--- src/rtl/fsa_pkg.sv ---
`timescale 1ns/1ps
package fsa_pkg;
  localparam int unsigned STAT_W = 8;
  localparam int unsigned NCAT   = 6;
  localparam int unsigned FLAT_W = NCAT * STAT_W;

  localparam int unsigned CAT_VOUT  = 0;
  localparam int unsigned CAT_IOUT  = 1;
  localparam int unsigned CAT_INPUT = 2;
  localparam int unsigned CAT_TEMP  = 3;
  localparam int unsigned CAT_CML   = 4;
  localparam int unsigned CAT_MFR   = 5;

  localparam int unsigned OV_BIT  = 7;
  localparam int unsigned OC_BIT  = 7;
  localparam int unsigned UV_BIT  = 4;
  localparam int unsigned TMO_BIT = 1;

  localparam logic [7:0] CODE_FIRST = 8'h7A;
  localparam logic [7:0] CODE_MFR   = 8'h80;

  function automatic logic [7:0] cat_code(input int unsigned idx);
    if (idx == CAT_MFR) return CODE_MFR;
    return CODE_FIRST + 8'(idx);
  endfunction
endpackage

--- src/rtl/fsa_status_bank.sv ---
`timescale 1ns/1ps
module fsa_status_bank #(
  parameter int unsigned NCAT = fsa_pkg::NCAT,
  parameter int unsigned W    = fsa_pkg::STAT_W
) (
  input  logic              clk,
  input  logic              rst_n,
  input  logic [NCAT*W-1:0] set_i,
  input  logic              clr_i,
  output logic [NCAT*W-1:0] stat_o
);
  for (genvar c = 0; c < NCAT; c++) begin : g_cat
    logic [W-1:0] reg_q;
    always_ff @(posedge clk) begin
      if (!rst_n)     reg_q <= '0;
      else if (clr_i) reg_q <= set_i[c*W +: W];
      else            reg_q <= reg_q | set_i[c*W +: W];
    end
    assign stat_o[c*W +: W] = reg_q;
  end
endmodule

--- src/rtl/fsa_mask_bank.sv ---
`timescale 1ns/1ps
module fsa_mask_bank #(
  parameter int unsigned NCAT = fsa_pkg::NCAT,
  parameter int unsigned W    = fsa_pkg::STAT_W
) (
  input  logic              clk,
  input  logic              rst_n,
  input  logic              wr_i,
  input  logic [7:0]        sel_i,
  input  logic [W-1:0]      val_i,
  output logic [NCAT*W-1:0] mask_o
);
  for (genvar c = 0; c < NCAT; c++) begin : g_cat
    logic [W-1:0] mask_q;
    logic         hit;
    assign hit = wr_i && (sel_i == fsa_pkg::cat_code(c));
    always_ff @(posedge clk) begin
      if (!rst_n)   mask_q <= '0;
      else if (hit) mask_q <= val_i;
    end
    assign mask_o[c*W +: W] = mask_q;
  end
endmodule

--- src/rtl/fsa_alert_latch.sv ---
`timescale 1ns/1ps
module fsa_alert_latch #(
  parameter int unsigned FLAT_W = fsa_pkg::FLAT_W
) (
  input  logic              clk,
  input  logic              rst_n,
  input  logic [FLAT_W-1:0] set_i,
  input  logic [FLAT_W-1:0] mask_i,
  input  logic              force_i,
  input  logic              release_i,
  output logic              alert_n_o
);
  logic raise;
  logic active_q;

  assign raise = (|(set_i & ~mask_i)) | force_i;

  always_ff @(posedge clk) begin
    if (!rst_n)         active_q <= 1'b0;
    else if (raise)     active_q <= 1'b1;
    else if (release_i) active_q <= 1'b0;
  end

  assign alert_n_o = ~active_q;
endmodule

--- src/rtl/fsa_summary.sv ---
`timescale 1ns/1ps
module fsa_summary #(
  parameter int unsigned NCAT = fsa_pkg::NCAT,
  parameter int unsigned W    = fsa_pkg::STAT_W
) (
  input  logic [NCAT*W-1:0] stat_i,
  input  logic              busy_i,
  input  logic              off_i,
  input  logic              pgood_i,
  output logic [7:0]        byte_o,
  output logic [15:0]       word_o
);
  import fsa_pkg::*;

  logic [NCAT-1:0] any_set;
  for (genvar c = 0; c < NCAT; c++) begin : g_or
    assign any_set[c] = |stat_i[c*W +: W];
  end

  logic [7:0] hi;

  always_comb begin
    byte_o    = '0;
    byte_o[7] = busy_i;
    byte_o[6] = off_i;
    byte_o[5] = stat_i[CAT_VOUT*W + OV_BIT];
    byte_o[4] = stat_i[CAT_IOUT*W + OC_BIT];
    byte_o[3] = stat_i[CAT_INPUT*W + UV_BIT];
    byte_o[2] = any_set[CAT_TEMP];
    byte_o[1] = any_set[CAT_CML];

    hi    = '0;
    hi[7] = any_set[CAT_VOUT];
    hi[6] = any_set[CAT_IOUT];
    hi[5] = any_set[CAT_INPUT];
    hi[4] = any_set[CAT_MFR];
    hi[3] = ~pgood_i;

    word_o = {hi, byte_o};
  end
endmodule

--- src/rtl/fault_alert_ctrl.sv ---
`timescale 1ns/1ps
module fault_alert_ctrl #(
  parameter int unsigned NCAT   = fsa_pkg::NCAT,
  parameter int unsigned W      = fsa_pkg::STAT_W,
  localparam int unsigned FLAT_W = NCAT * W
) (
  input  logic              clk,
  input  logic              rst_n,
  input  logic [FLAT_W-1:0] evt_i,
  input  logic              busy_evt_i,
  input  logic              tmo_evt_i,
  input  logic              latch_off_evt_i,
  input  logic              out_en_i,
  input  logic              pgood_i,
  input  logic              clr_i,
  input  logic              mask_wr_i,
  input  logic [7:0]        mask_sel_i,
  input  logic [W-1:0]      mask_val_i,
  input  logic              ara_won_i,
  output logic [FLAT_W-1:0] stat_o,
  output logic [7:0]        status_byte_o,
  output logic [15:0]       status_word_o,
  output logic              alert_n_o
);
  import fsa_pkg::*;

  localparam int unsigned TMO_POS = CAT_CML * W + TMO_BIT;

  logic [FLAT_W-1:0] set_vec;
  logic [FLAT_W-1:0] mask_flat;
  logic              busy_q;
  logic              latched_off_q;
  logic              off_bit;

  always_comb begin
    set_vec          = evt_i;
    set_vec[TMO_POS] = evt_i[TMO_POS] | tmo_evt_i;
  end

  always_ff @(posedge clk) begin
    if (!rst_n)          busy_q <= 1'b0;
    else if (busy_evt_i) busy_q <= 1'b1;
    else if (clr_i)      busy_q <= 1'b0;
  end

  always_ff @(posedge clk) begin
    if (!rst_n)               latched_off_q <= 1'b0;
    else if (latch_off_evt_i) latched_off_q <= 1'b1;
  end

  assign off_bit = ~out_en_i | latched_off_q;

  fsa_status_bank #(.NCAT(NCAT), .W(W)) u_bank (
    .clk    (clk),
    .rst_n  (rst_n),
    .set_i  (set_vec),
    .clr_i  (clr_i),
    .stat_o (stat_o)
  );

  fsa_mask_bank #(.NCAT(NCAT), .W(W)) u_mask (
    .clk    (clk),
    .rst_n  (rst_n),
    .wr_i   (mask_wr_i),
    .sel_i  (mask_sel_i),
    .val_i  (mask_val_i),
    .mask_o (mask_flat)
  );

  fsa_alert_latch #(.FLAT_W(FLAT_W)) u_alert (
    .clk       (clk),
    .rst_n     (rst_n),
    .set_i     (set_vec),
    .mask_i    (mask_flat),
    .force_i   (tmo_evt_i),
    .release_i (clr_i | ara_won_i),
    .alert_n_o (alert_n_o)
  );

  fsa_summary #(.NCAT(NCAT), .W(W)) u_sum (
    .stat_i  (stat_o),
    .busy_i  (busy_q),
    .off_i   (off_bit),
    .pgood_i (pgood_i),
    .byte_o  (status_byte_o),
    .word_o  (status_word_o)
  );
endmodule

--- config.mk ---
export PLATFORM = sky130hd
export DESIGN_NAME = fault_alert_ctrl
export DESIGN_NICKNAME = d
export VERILOG_FILES = /design/src/rtl/fsa_pkg.sv /design/src/rtl/fsa_status_bank.sv /design/src/rtl/fsa_mask_bank.sv /design/src/rtl/fsa_alert_latch.sv /design/src/rtl/fsa_summary.sv /design/src/rtl/fault_alert_ctrl.sv
export SDC_FILE = /design/constraint.sdc
export NUM_CORES = 1
export LEC_CHECK = 0
export BUFFER_PORTS_ARGS = -buffer_cell sky130_fd_sc_hd__buf_2
export CORE_ASPECT_RATIO = 0.9
export CORE_UTILIZATION = 45
export CTS_CLUSTER_DIAMETER = 150
export DETAILED_ROUTE_END_ITERATION = 7
export PLACE_DENSITY = 0.76
export SKIP_CTS_REPAIR_TIMING = 1
export SYNTH_ARGS = -nofsm -noshare
export SYNTH_HDL_FRONTEND = slang
export SYNTH_SLANG_ARGS = --single-unit
--- constraint.sdc ---
create_clock -name clk -period 1.3 [get_ports clk]
set_clock_uncertainty 0.2 [all_clocks]
set_input_delay 0 -clock clk [delete_from_list [all_inputs] [get_ports clk]]
set_output_delay 0 -clock clk [all_outputs]
set_load 0.02 [all_outputs]
## Word level (Yosys, flattened, before mapping)

Cells that the tools add are included.

- Register bits after elaboration: 99
- Logic and storage cells: 61

- Equality and inequality tests: 6
- Muxes and demuxes: 10
- Bitwise gates (word level): 15
- Reductions and logical operators: 15

Operator list:

| operator | count |
|---|---|
| 48-bit bitwise AND | 1 |
| 8-bit two-way mux | 6 |
| 48-bit inverter | 1 |
| 8-bit OR | 6 |
| 48-bit OR reduction | 1 |
| 8-bit OR reduction | 6 |
| 8-bit by 7-bit equality test with 1-bit output (second input constant) | 5 |
| 8-bit equality test (second input constant) | 1 |
| 1-bit logical AND | 6 |
| 1-bit two-way mux | 4 |
| 1-bit OR | 4 |
| 2-bit nonzero test | 2 |
| 1-bit inverter | 3 |

## Depth between registers and ports, before layout

Gate-level depths: netlist (run 1).

- Word-level depth: 5
- Depth in mapped cells: 6
- Gate-level depth less buffers: 5

## By module

From an unflattened synthesis (run 1), not the netlist that was laid out.

- Cells, all modules: 446
- Area, all modules: 4276.6 sq um

Modules (own cells, without submodules):

| module | times used | cells each | area each (sq um) | seq. area each (sq um) |
|---|---|---|---|---|
| fsa_mask_bank | 1 | 177 | 1848.0 | 960.9 |
| fsa_status_bank | 1 | 154 | 1684.1 | 960.9 |
| fsa_alert_latch | 1 | 70 | 431.7 | 20.0 |
| fsa_summary | 1 | 37 | 232.7 | 0.0 |
| fault_alert_ctrl | 1 | 8 | 80.1 | 40.0 |

## Worst setup path after synthesis (run 1)

Ideal clock, no wire load.

- Path kind: in2reg
- Start point: input mask_sel_i[7]
- End point: register u_mask.g_cat[4].mask_q[0]
- Library setup time: 116 ps
- Arrival: 1061 ps
- Setup slack: -77 ps
- Stages: 5
- Cell sequence: and4b_2 -> nand2b_4 -> nor3_4 -> mux2i_1 -> nor2b_1

- Longest elaborated chain between the ends: 2

Ends and longest elaborated chain:

| what | RTL line | source |
|---|---|---|
| start, declared | fault_alert_ctrl.sv:17 | `input logic [7:0] mask_sel_i,` |
| 8-bit by 7-bit equality test with 1-bit output | fsa_mask_bank.sv:16 | `assign hit = wr_i && (sel_i == fsa_pkg::cat_code(c));` |
| 1-bit logical AND | fsa_mask_bank.sv:16 |  |
| end signal, assigned | fsa_mask_bank.sv:19 | `else if (hit) mask_q <= val_i;` |
| end, declared | fsa_mask_bank.sv:14 | `logic [W-1:0] mask_q;` |

Every way passes these cells.
A chain may end at the register's enable or synchronous reset.

## Final worst setup path (run 1)

- Start point: register u_bank.g_cat[3].reg_q[1]
- End point: output status_byte_o[2]

- Longest elaborated chain between the ends: 1

Ends and longest elaborated chain:

| what | RTL line | source |
|---|---|---|
| start, declared | fsa_status_bank.sv:13 | `logic [W-1:0] reg_q;` |
| start signal, assigned | fsa_status_bank.sv:16 | `else if (clr_i) reg_q <= set_i[c*W +: W];` |
| start signal, assigned | fsa_status_bank.sv:17 | `else reg_q <= reg_q \| set_i[c*W +: W];` |
| 8-bit OR reduction | fsa_summary.sv:17 | `assign any_set[c] = \|stat_i[c*W +: W];` |
| end, declared | fault_alert_ctrl.sv:21 | `output logic [7:0] status_byte_o,` |

Every way passes these cells.

==> impl_metrics.tcl, run 1 <==
set metrics [dict create \
    status "finished, violations left" \
    violations "hold timing, setup timing" \
    syn_inst 446 \
    setup_slack_ns -0.263 \
    cellInternalPower_mw 4.78 \
    path_cells "nor4_2 -> nand2_1 -> buf_6" \
    gp_congestion 0.869 \
    nNetsFinal 732 \
    async_flop_share_pct 0 \
    cts_sinks 99 \
    layout_common_cells "137 x buf_2, 81 x dfxtp_1, 62 x nor2b_1" \
    dr.first_iter.drc_count 231 \
    core_area_mm2 0.00917 \
    cts_buffers 9 \
    layout_commonest_cell "buf_2" \
    syn_to_final_growth_pct 46.7 \
    synth.distinct_cells 28 \
    clk_pin_slew_ns 0.09 \
    dpl_cell_area_mm2 0.00523 \
    initial_core_util_pct 46.7 \
    dp_hpwl_um 8490 \
    grt_pass1_wl_um 16900 \
    syn_area_per_cell_um2 9.60 \
    rsz0062_at_grt "yes" \
    clk_latency_ns 0.37 \
    netlist_area_mm2 0.00428 \
    power_frac_seq_pct 50.0 \
    drc 0 \
    cp_top_family "simple AND/OR/NAND/NOR gates" \
    power_density_mw_per_mm2 1040 \
    drt-pass1-iter-count 6 \
    period_needed_ns 1.56 \
    setup_violations 9 \
    final.setup.tns_ns -1.64 \
    ys_seq_area_share_pct 46.3 \
    rows 33 \
    crit_path_start_kind "flop" \
    cts_tree "done" \
    postRouteAntennaNets 0 \
    synth_edf_count 0 \
    htree_levels 3 \
    hold_viol_final 5 \
    cts_buffer_depth 2 \
    drt-wirelength-per-cell_um 16.3 \
    p_switching_mw 1.73 \
    die_h_um 94.5 \
    hold_path.class "in -> reg" \
    clock_power_share_pct 34.1 \
    ir_drop_mv 0.573 \
    synthFlopType "dfxtp_1" \
    die_w_um 105 \
    path_class "reg -> out" \
    swShare_pct 26.6 \
    routed_wl_um 12800 \
    grt_max_degree 100 \
    maxCapViolCount 0 \
    port-buffer-count 141 \
    max_freq_mhz 640 \
    grt_usage_pct 22.5 \
    antennaDiodeCount 0 \
    grt_pass1_vias 3222 \
    postLayoutCellArea_mm2 0.00628 \
    yosys_warnings 0 \
    vias_per_cell 5.00 \
    required_ns 1.10 \
    root_buffer "clkbuf_8" \
    hold_slack_ns -0.0161 \
    slowest_delay_ns 0.35 \
    slowest_stage "dfxtp_2" \
    synth-seq-cells 99 \
    crit_buf_inv 1 \
    io_pins 147 \
    total_power_mw 6.51 \
    fillers 682 \
    vias 3922 \
    crit_arrival_ns 1.36 \
    power_leakage_nw 2.83 \
    grt_overflow 0 \
    drive_gt1_share_pct 34.1 \
    antenna_found_initial 0 \
    finalMaxSlewViolations 0 \
    dieArea_mm2 0.00991 \
    dp_worst_setup_slack_ns -0.372 \
    cp_max_fo 3 \
    pwr-share-comb_pct 15.8 \
    cp-end-kind "primary output" \
    post-route-period-util_pct 120 \
]
state kept, by name, indices dropped and copies added, names as in the netlist:
name,cells
u_bank.g_cat.reg_q,48
u_mask.g_cat.mask_q,48
busy_q,1
latched_off_q,1
u_alert.active_q,1
power groups by stage:
stage,Clock (mW),Combinational [mW],Sequential (mW)
final,2.22,1.03,3.26
after global routing,2.36,1.10,3.27
after CTS,2.24,0.832,3.22
after detailed placement,0,0.831,3.29
after global placement,0,0.819,3.29
after floorplan,0,0.374,3.39
metrics by stage:
| step | instances | util [%] |
|---|---|---|
| 6_report | 785 | 68.5 |
| 2_1_floorplan | 450 | - |
| 5_1_grt | 785 | 68.5 |
| 3_3_place_gp | 707 | 57.1 |
| 4_1_cts | 723 | 59.6 |
| 3_5_place_dp | 707 | 57.1 |
area by class of cell:
class                           instances  area [um^2]  area share, %
Clock buffer                           11          141           2.25
Clock inverter                          5         85.1           1.35
Inverter                               49          184           2.93
Multi-Input combinational cell        267         2080           33.1
Sequential cell                        99         2010           32.0
Tap cell                              122          153           2.43
Timing Repair Buffer                  232         1630           25.9
layer usage:
layer  up-vias  share of wire, %  GRT usage [%]
met5         -                 0              0
met4         0               1.5           8.80
met1      1866                43           29.8
li1       1893                 -              -
met2       147                50           37.1
met3        16               5.6           3.31
final timing paths:
| path | start | to | slack [ns] | cells past startpoint |
|---|---|---|---|---|
| hold / removal | mask_sel_i[0] | u_mask.g_cat[3].mask_q[2]$_SDFFE_PN0P_ | -0.02 | 5 |
| hold reg to reg | latched_off_q$_SDFFE_PN0P_ | latched_off_q$_SDFFE_PN0P_ | 0.28 | 1 |
| setup reg to reg | u_mask.g_cat[0].mask_q[4]$_SDFFE_PN0P_ | u_alert.active_q$_SDFFE_PN0P_ | -0.23 | 4 |
| setup / recovery | u_bank.g_cat[3].reg_q[1]$_SDFF_PN0_ | status_byte_o[2] | -0.26 | 3 |
tightest hold or removal path: stages:
cell     delay, ns
buf_2         0.12
nand3_2       0.08
buf_12        0.14
mux2i_1       0.07
nor2b_1       0.10
Yosys cell counts, drive strengths merged, types with 7 or more instances:
master / count / share of area [%]
o22ai: 18 / 2.6
mux2i: 48 / 11
dfxtp: 99 / 46
inv: 49 / 4.3
nor4: 15 / 2.2
nand2: 7 / 0.61
nor2b: 62 / 9.1
nand2b: 39 / 5.9
clkbuf: 16 / 1.4
o21a: 13 / 2.3
a21boi: 37 / 6.5
buf: 19 / 3.3
cells by family after synthesis:
| logic type | share of synthesized area (%) |
|---|---|
| buffers and inverters | 8.97 |
| DFF | 46.3 |
| AOI/OAI and AO/OA | 12.8 |
| and+or+nand+nor | 20.6 |
| other | 0.0876 |
| muxes | 11.2 |
Note: power is estimated with default switching activity, not from simulation.
==> run 2, diff against run 1 <==
ABC_AREA = 1   (was default)
==> run 2 against run 1 <==
Against the previous run:
- the run still ends with hold timing, setup timing left
- global-route usage decreased by 0.27 points
- maximum frequency up 9.2%
- design area shrank 7.4%
- critical path depth unchanged
- die area is 4.3% lower
- synthesized area shrank 4.4%
- non-clock buffer count fell by 17
- cell count grew 8.5%
- first-iteration DRC count down 49%
- setup slack better by 0.13 ns
- utilization down 1.6 points
- clock-buffer cell count is the same
- critical endpoint is now status_word_o[1]
==> impl_metrics.tcl, run 2 <==
set metrics [dict create \
    cts_buffer_depth 2 \
    maxCapViolCount 0 \
    synth_commonest_cells "99 x dfxtp_1, 96 x a21oi_1, 81 x nand2_1, 71 x nor2_1, 67 x inv_1" \
    grt_pass1_vias 3592 \
    synth_compound_area_share_pct 18.4 \
    dr.first_iter.drc_count 118 \
    required_ns 1.10 \
    total_power_mw 6.21 \
    max_freq_mhz 699 \
    crit_path_start_kind "flop" \
    synth-seq-cells 99 \
    root_buffer "clkbuf_8" \
    synth_xor_area_share_pct 0 \
    syn_inst 537 \
    syn_to_final_growth_pct 42.1 \
    cellInternalPower_mw 4.52 \
    nNetsFinal 804 \
    port-buffer-count 141 \
    reg2reg_to "u_alert.active_q$_SDFFE_PN0P_" \
    core_area_mm2 0.00869 \
    final_util_pct 66.9 \
    rrSetupSlack_ns -0.02 \
    path_class "reg -> out" \
    die_h_um 92.5 \
    synth_top_area_cell "dfxtp_1" \
    synth.most_common_cell "dfxtp_1" \
    layout_common_cells "138 x buf_2, 96 x a21oi_1, 74 x nand2_1, 74 x dfxtp_1, 67 x nor2_1" \
    async_flop_share_pct 0 \
    dieArea_mm2 0.00948 \
    dpl_cell_area_mm2 0.00484 \
    setup_violations 9 \
    drt-pass1-iter-count 4 \
    p_switching_mw 1.69 \
    cts_sinks 99 \
    io_pins 147 \
    grt_overflow 0 \
    status "finished, violations left" \
    setup_slack_ns -0.132 \
    synthFlopType "dfxtp_1" \
    cts_buffers 9 \
    synth_adder_area_share_pct 0 \
    violations "hold timing, setup timing" \
    swShare_pct 27.2 \
    vias_per_cell 4.84 \
    synth_edf_count 0 \
    grt_pass1_wl_um 16200 \
    finalMaxSlewViolations 0 \
    seqCellArea_mm2 0.00201 \
    cts_tree "done" \
    final_cells 852 \
    rsz0062_at_grt "yes" \
    period_needed_ns 1.43 \
    drc 0 \
    htree_levels 3 \
    largestRegisters "u_bank.g_cat.reg_q (48), u_mask.g_cat.mask_q (48)" \
    crit_arrival_ns 1.23 \
    netlist_area_mm2 0.00409 \
    hold_path.class "in -> reg" \
    clock_power_share_pct 30.8 \
    final.setup.tns_ns -0.929 \
    synth_mux_area_share_pct 0 \
    dp.cells 777 \
    antennaDiodeCount 0 \
    power_frac_seq_pct 52.4 \
    cp_max_fo 3 \
    gp_congestion 0.781 \
    drt-wirelength-per-cell_um 13.6 \
    r2r_start "u_mask.g_cat[1].mask_q[7]$_SDFFE_PN0P_" \
    power_leakage_nw 2.67 \
    synth.distinct_cells 29 \
    postLayoutCellArea_mm2 0.00581 \
    yosysTopAreaCellShare_pct 48.4 \
    post_synth_and_or_nand_nor_area_fraction_pct 20.6 \
    clk_pin_slew_ns 0.09 \
    hold_slack_ns -0.111 \
    dp_hpwl_um 7860 \
    synth.area.top_cells "dfxtp_1 48%, a21oi_1 12%, nand2_1 7.4%, nor2_1 6.5%, inv_1 6.1%" \
    initial_core_util_pct 47.1 \
    drive_gt1_share_pct 33.0 \
    ys_seq_area_share_pct 48.4 \
    worst_r2r_path_depth 9 \
    clk_latency_ns 0.36 \
    hold_viol_final 21 \
    fillers 744 \
    multi_input_area_mm2 0.00175 \
    post-route-period-util_pct 110 \
    power_density_mw_per_mm2 1070 \
    syn_area_per_cell_um2 7.62 \
    cp-end-kind "primary output" \
    layout_commonest_cell "buf_2" \
    vias 4127 \
    ir_drop_mv 0.584 \
    endpoint "status_word_o[1]" \
    rows 32 \
    grt_usage_pct 22.2 \
    grt_max_degree 49 \
    startpoint "u_bank.g_cat[4].reg_q[3]$_SDFF_PN0_" \
    synth_top_family_by_area "simple AND/OR/NAND/NOR gates" \
    die_w_um 103 \
    pwr-share-comb_pct 16.8 \
    yosys_warnings 0 \
    antenna_found_initial 0 \
    routed_wl_um 11600 \
    postRouteAntennaNets 0 \
]
## run 2: routing by layer
layer  vias up  part of all wire [%]  wire [um]  GRT usage [%]
li1       2083                     -          -              -
met1      1893                    45       5160           28.8
met2       136                    48       5600           37.3
met3        15                   5.7        665           3.40
met4         0                   1.4        159           7.14
met5         -                     0          0              0
## run 2: critical path: stages, from the launching register on
cell and delay (ns):
dfxtp_1 0.34, nor4_2 0.28, nand2_1 0.09, buf_2 0.17
## run 2: power groups by stage
stage,logic (mW),registers [mW],clock network (mW)
floorplan,0.395,3.40,0
global placement,0.843,3.28,0
detailed placement,0.860,3.29,0
CTS,0.862,3.22,1.94
global route,1.14,3.26,2.08
finish,1.04,3.25,1.91
## run 2: layout make-up
cell class / count / area share, %
Inverter: 71 / 4.63
Clock buffer: 11 / 2.43
Clock inverter: 3 / 0.689
Sequential cell: 99 / 34.6
Multi-Input combinational cell: 334 / 30.1
Tap cell: 119 / 2.56
Timing Repair Buffer: 215 / 25.0
## run 2: worst min path at each step
stage	start	endpoint	slack, ns	cells past startpoint
2_1_floorplan	pgood_i	status_word_o[11]	-0.12	1
3_3_place_gp	latch_off_evt_i	latched_off_q$_SDFFE_PN0P_	0.006	3
3_5_place_dp	busy_evt_i	busy_q$_SDFFE_PN0P_	0.02	3
4_1_cts	busy_evt_i	busy_q$_SDFFE_PN0P_	-0.36	3
5_1_grt	mask_sel_i[5]	u_mask.g_cat[5].mask_q[6]$_SDFFE_PN0P_	-0.08	4
6_report	mask_sel_i[0]	u_mask.g_cat[1].mask_q[7]$_SDFFE_PN0P_	-0.11	3
## run 2: logic make-up after synthesis
family	after synthesis
buffers and inverters	108
AO/OA/AOI/OAI	148
flip-flops	99
AND/OR/NAND/NOR	181
other	1
## run 2: per-stage QoR
stage          worst slack, ns  hold WS (ns)
2_1_floorplan           0.0614        -0.123
3_3_place_gp            0.0202       0.00553
3_5_place_dp           -0.0324        0.0161
4_1_cts                 -0.234        -0.359
5_1_grt                 -0.199       -0.0823
6_report                -0.132        -0.111
==> run 3, diff against run 2 <==
BUFFER_PORTS_ARGS = default   (was -buffer_cell sky130_fd_sc_hd__buf_2)
CORE_UTILIZATION = 56   (was 45)
DONT_BUFFER_PORTS = 1   (was default)
PLACE_DENSITY = 0.74   (was 0.76)
==> run 3 against run 2 <==
Against the previous run:
- the run still ends with hold timing, setup timing left
- utilization up 7.8 points
- die area down 19%
- clock-buffer cell count down 1
- clock power down 9%
- cell count down 17%
- first-iteration DRC count up 36%
- worst hold slack worse by 0.23 ns
- register-to-register slack better by 0.04 ns
- wire length down 7.6%
- sequential share of layout area up 3.6 points
- critical path depth down 1
- largest cell class unchanged
==> impl_metrics.tcl, run 3 (synthesis results as in run 2) <==
set metrics [dict create \
    power_leakage_nw 2.21 \
    dp_worst_setup_slack_ns -0.00752 \
    clock_power_share_pct 29.4 \
    grt_pass1_wl_um 15600 \
    violations "hold timing, setup timing" \
    post-route-period-util_pct 109 \
    layout_common_cells "96 x a21oi_1, 74 x nand2_1, 74 x dfxtp_1" \
    required_ns 1.10 \
    gp_congestion 0.799 \
    pwr-share-comb_pct 14.4 \
    postRouteAntennaNets 0 \
    clk_pin_slew_ns 0.10 \
    grt_overflow 0 \
    ir_drop_mv 0.938 \
    grt_max_degree 50 \
    die_w_um 92.1 \
    power_density_mw_per_mm2 1120 \
    drive_gt1_share_pct 19.7 \
    finalMaxSlewViolations 0 \
    maxCapViolCount 0 \
    power_frac_seq_pct 56.2 \
    path_class "reg -> out" \
    crit_path_start_kind "flop" \
    nNetsFinal 687 \
    cts_buffers 9 \
    antenna_found_initial 0 \
    cp_max_fo 2 \
    dieArea_mm2 0.00765 \
    p_switching_mw 1.70 \
    drt-wirelength-per-cell_um 15.0 \
    hold_viol_final 58 \
    swShare_pct 28.7 \
    syn_to_final_growth_pct 29.2 \
    max_freq_mhz 709 \
    cts_sinks 99 \
    clk_latency_ns 0.36 \
    io_pins 147 \
    grt_pass1_vias 3249 \
    htree_levels 3 \
    initial_core_util_pct 57.8 \
    vias_per_cell 5.22 \
    dr.first_iter.drc_count 160 \
    final_util_pct 74.7 \
    layout_commonest_cell "a21oi_1" \
    drt-pass1-iter-count 4 \
    period_needed_ns 1.41 \
    rsz0062_at_grt "yes" \
    die_h_um 83.1 \
    root_buffer "clkbuf_8" \
    antennaDiodeCount 0 \
    hold_slack_ns -0.339 \
    drc 0 \
    status "finished, violations left" \
    port-buffer-count 0 \
    vias 3710 \
    dp_hpwl_um 7130 \
    cts_tree "done" \
    grt_usage_pct 26.3 \
    total_power_mw 5.91 \
    hold_path.class "in -> reg" \
    rows 29 \
    core_area_mm2 0.00708 \
    cts_buffer_depth 2 \
    setup_slack_ns -0.111 \
    routed_wl_um 10700 \
    largestRegisters "u_bank.g_cat.reg_q (48), u_mask.g_cat.mask_q (48)" \
    crit_arrival_ns 1.21 \
    cp-end-kind "primary output" \
    cellInternalPower_mw 4.21 \
    setup_violations 8 \
]
[run 3: cell types whose count changed in the layout (fill, tap and decap cells not counted), moves of 2 or more]
cell / previous run / this run
inv_2: 7 / 3
buf_6: 2 / 0
inv_1: 62 / 66
nor4_4: 4 / 10
inv_6: 0 / 2
buf_2: 138 / 0
nor4_2: 7 / 2
buf_4: 13 / 36
dfxtp_4: 0 / 3
dfxtp_2: 25 / 22
[run 3: final timing paths]
path	startpoint	cells past startpoint	endpoint	slack, ns
hold reg to reg	u_mask.g_cat[0].mask_q[1]$_SDFFE_PN0P_	2	u_mask.g_cat[0].mask_q[1]$_SDFFE_PN0P_	0.25
setup / recovery	u_bank.g_cat[4].reg_q[2]$_SDFF_PN0_	2	status_byte_o[1]	-0.11
hold / removal	evt_i[33]	2	u_bank.g_cat[4].reg_q[1]$_SDFF_PN0_	-0.34
setup reg to reg	u_mask.g_cat[0].mask_q[7]$_SDFFE_PN0P_	9	u_alert.active_q$_SDFFE_PN0P_	0.02
[run 3: layer usage]
layer  GRT usage (%)  part of all wire (%)  up-vias
met5               0                     0        -
met4            7.24                   1.4        0
li1                -                     -     1861
met2            42.9                    50      126
met3            9.80                   7.1       13
met1            32.7                    41     1710
[run 3: through the flow]
stage | instances | instance area [um^2] | TNS [ns]
6_report | 711 | 5290 | -0.644
5_1_grt | 711 | 5290 | -1.30
4_1_cts | 649 | 4420 | -1.65
3_5_place_dp | 633 | 4250 | -0.00752
3_3_place_gp | 633 | 4250 | 0
2_1_floorplan | 541 | 4110 | 0
[run 3: final cells by class]
class / count / area (um^2)
Multi-Input combinational cell: 334 / 1810
Clock inverter: 6 / 40.0
Fill cell: 535 / 1790
Timing Repair Buffer: 98 / 901
Tap cell: 93 / 116
Sequential cell: 99 / 2020
Clock buffer: 10 / 128
Inverter: 71 / 269
[run 3: power groups by stage]
stage	clock network, mW	logic [mW]	registers (mW)
final	1.74	0.849	3.32
after global routing	1.89	0.925	3.34
after CTS	1.77	0.564	3.27
after detailed placement	0	0.562	3.34
after global placement	0	0.547	3.33
after floorplan	0	0.395	3.40
[run 3: worst max-delay path: stages, from the launching register on]
cell and delay (ns):
dfxtp_2 0.35, nor4_4 0.34, nand2_4 0.16
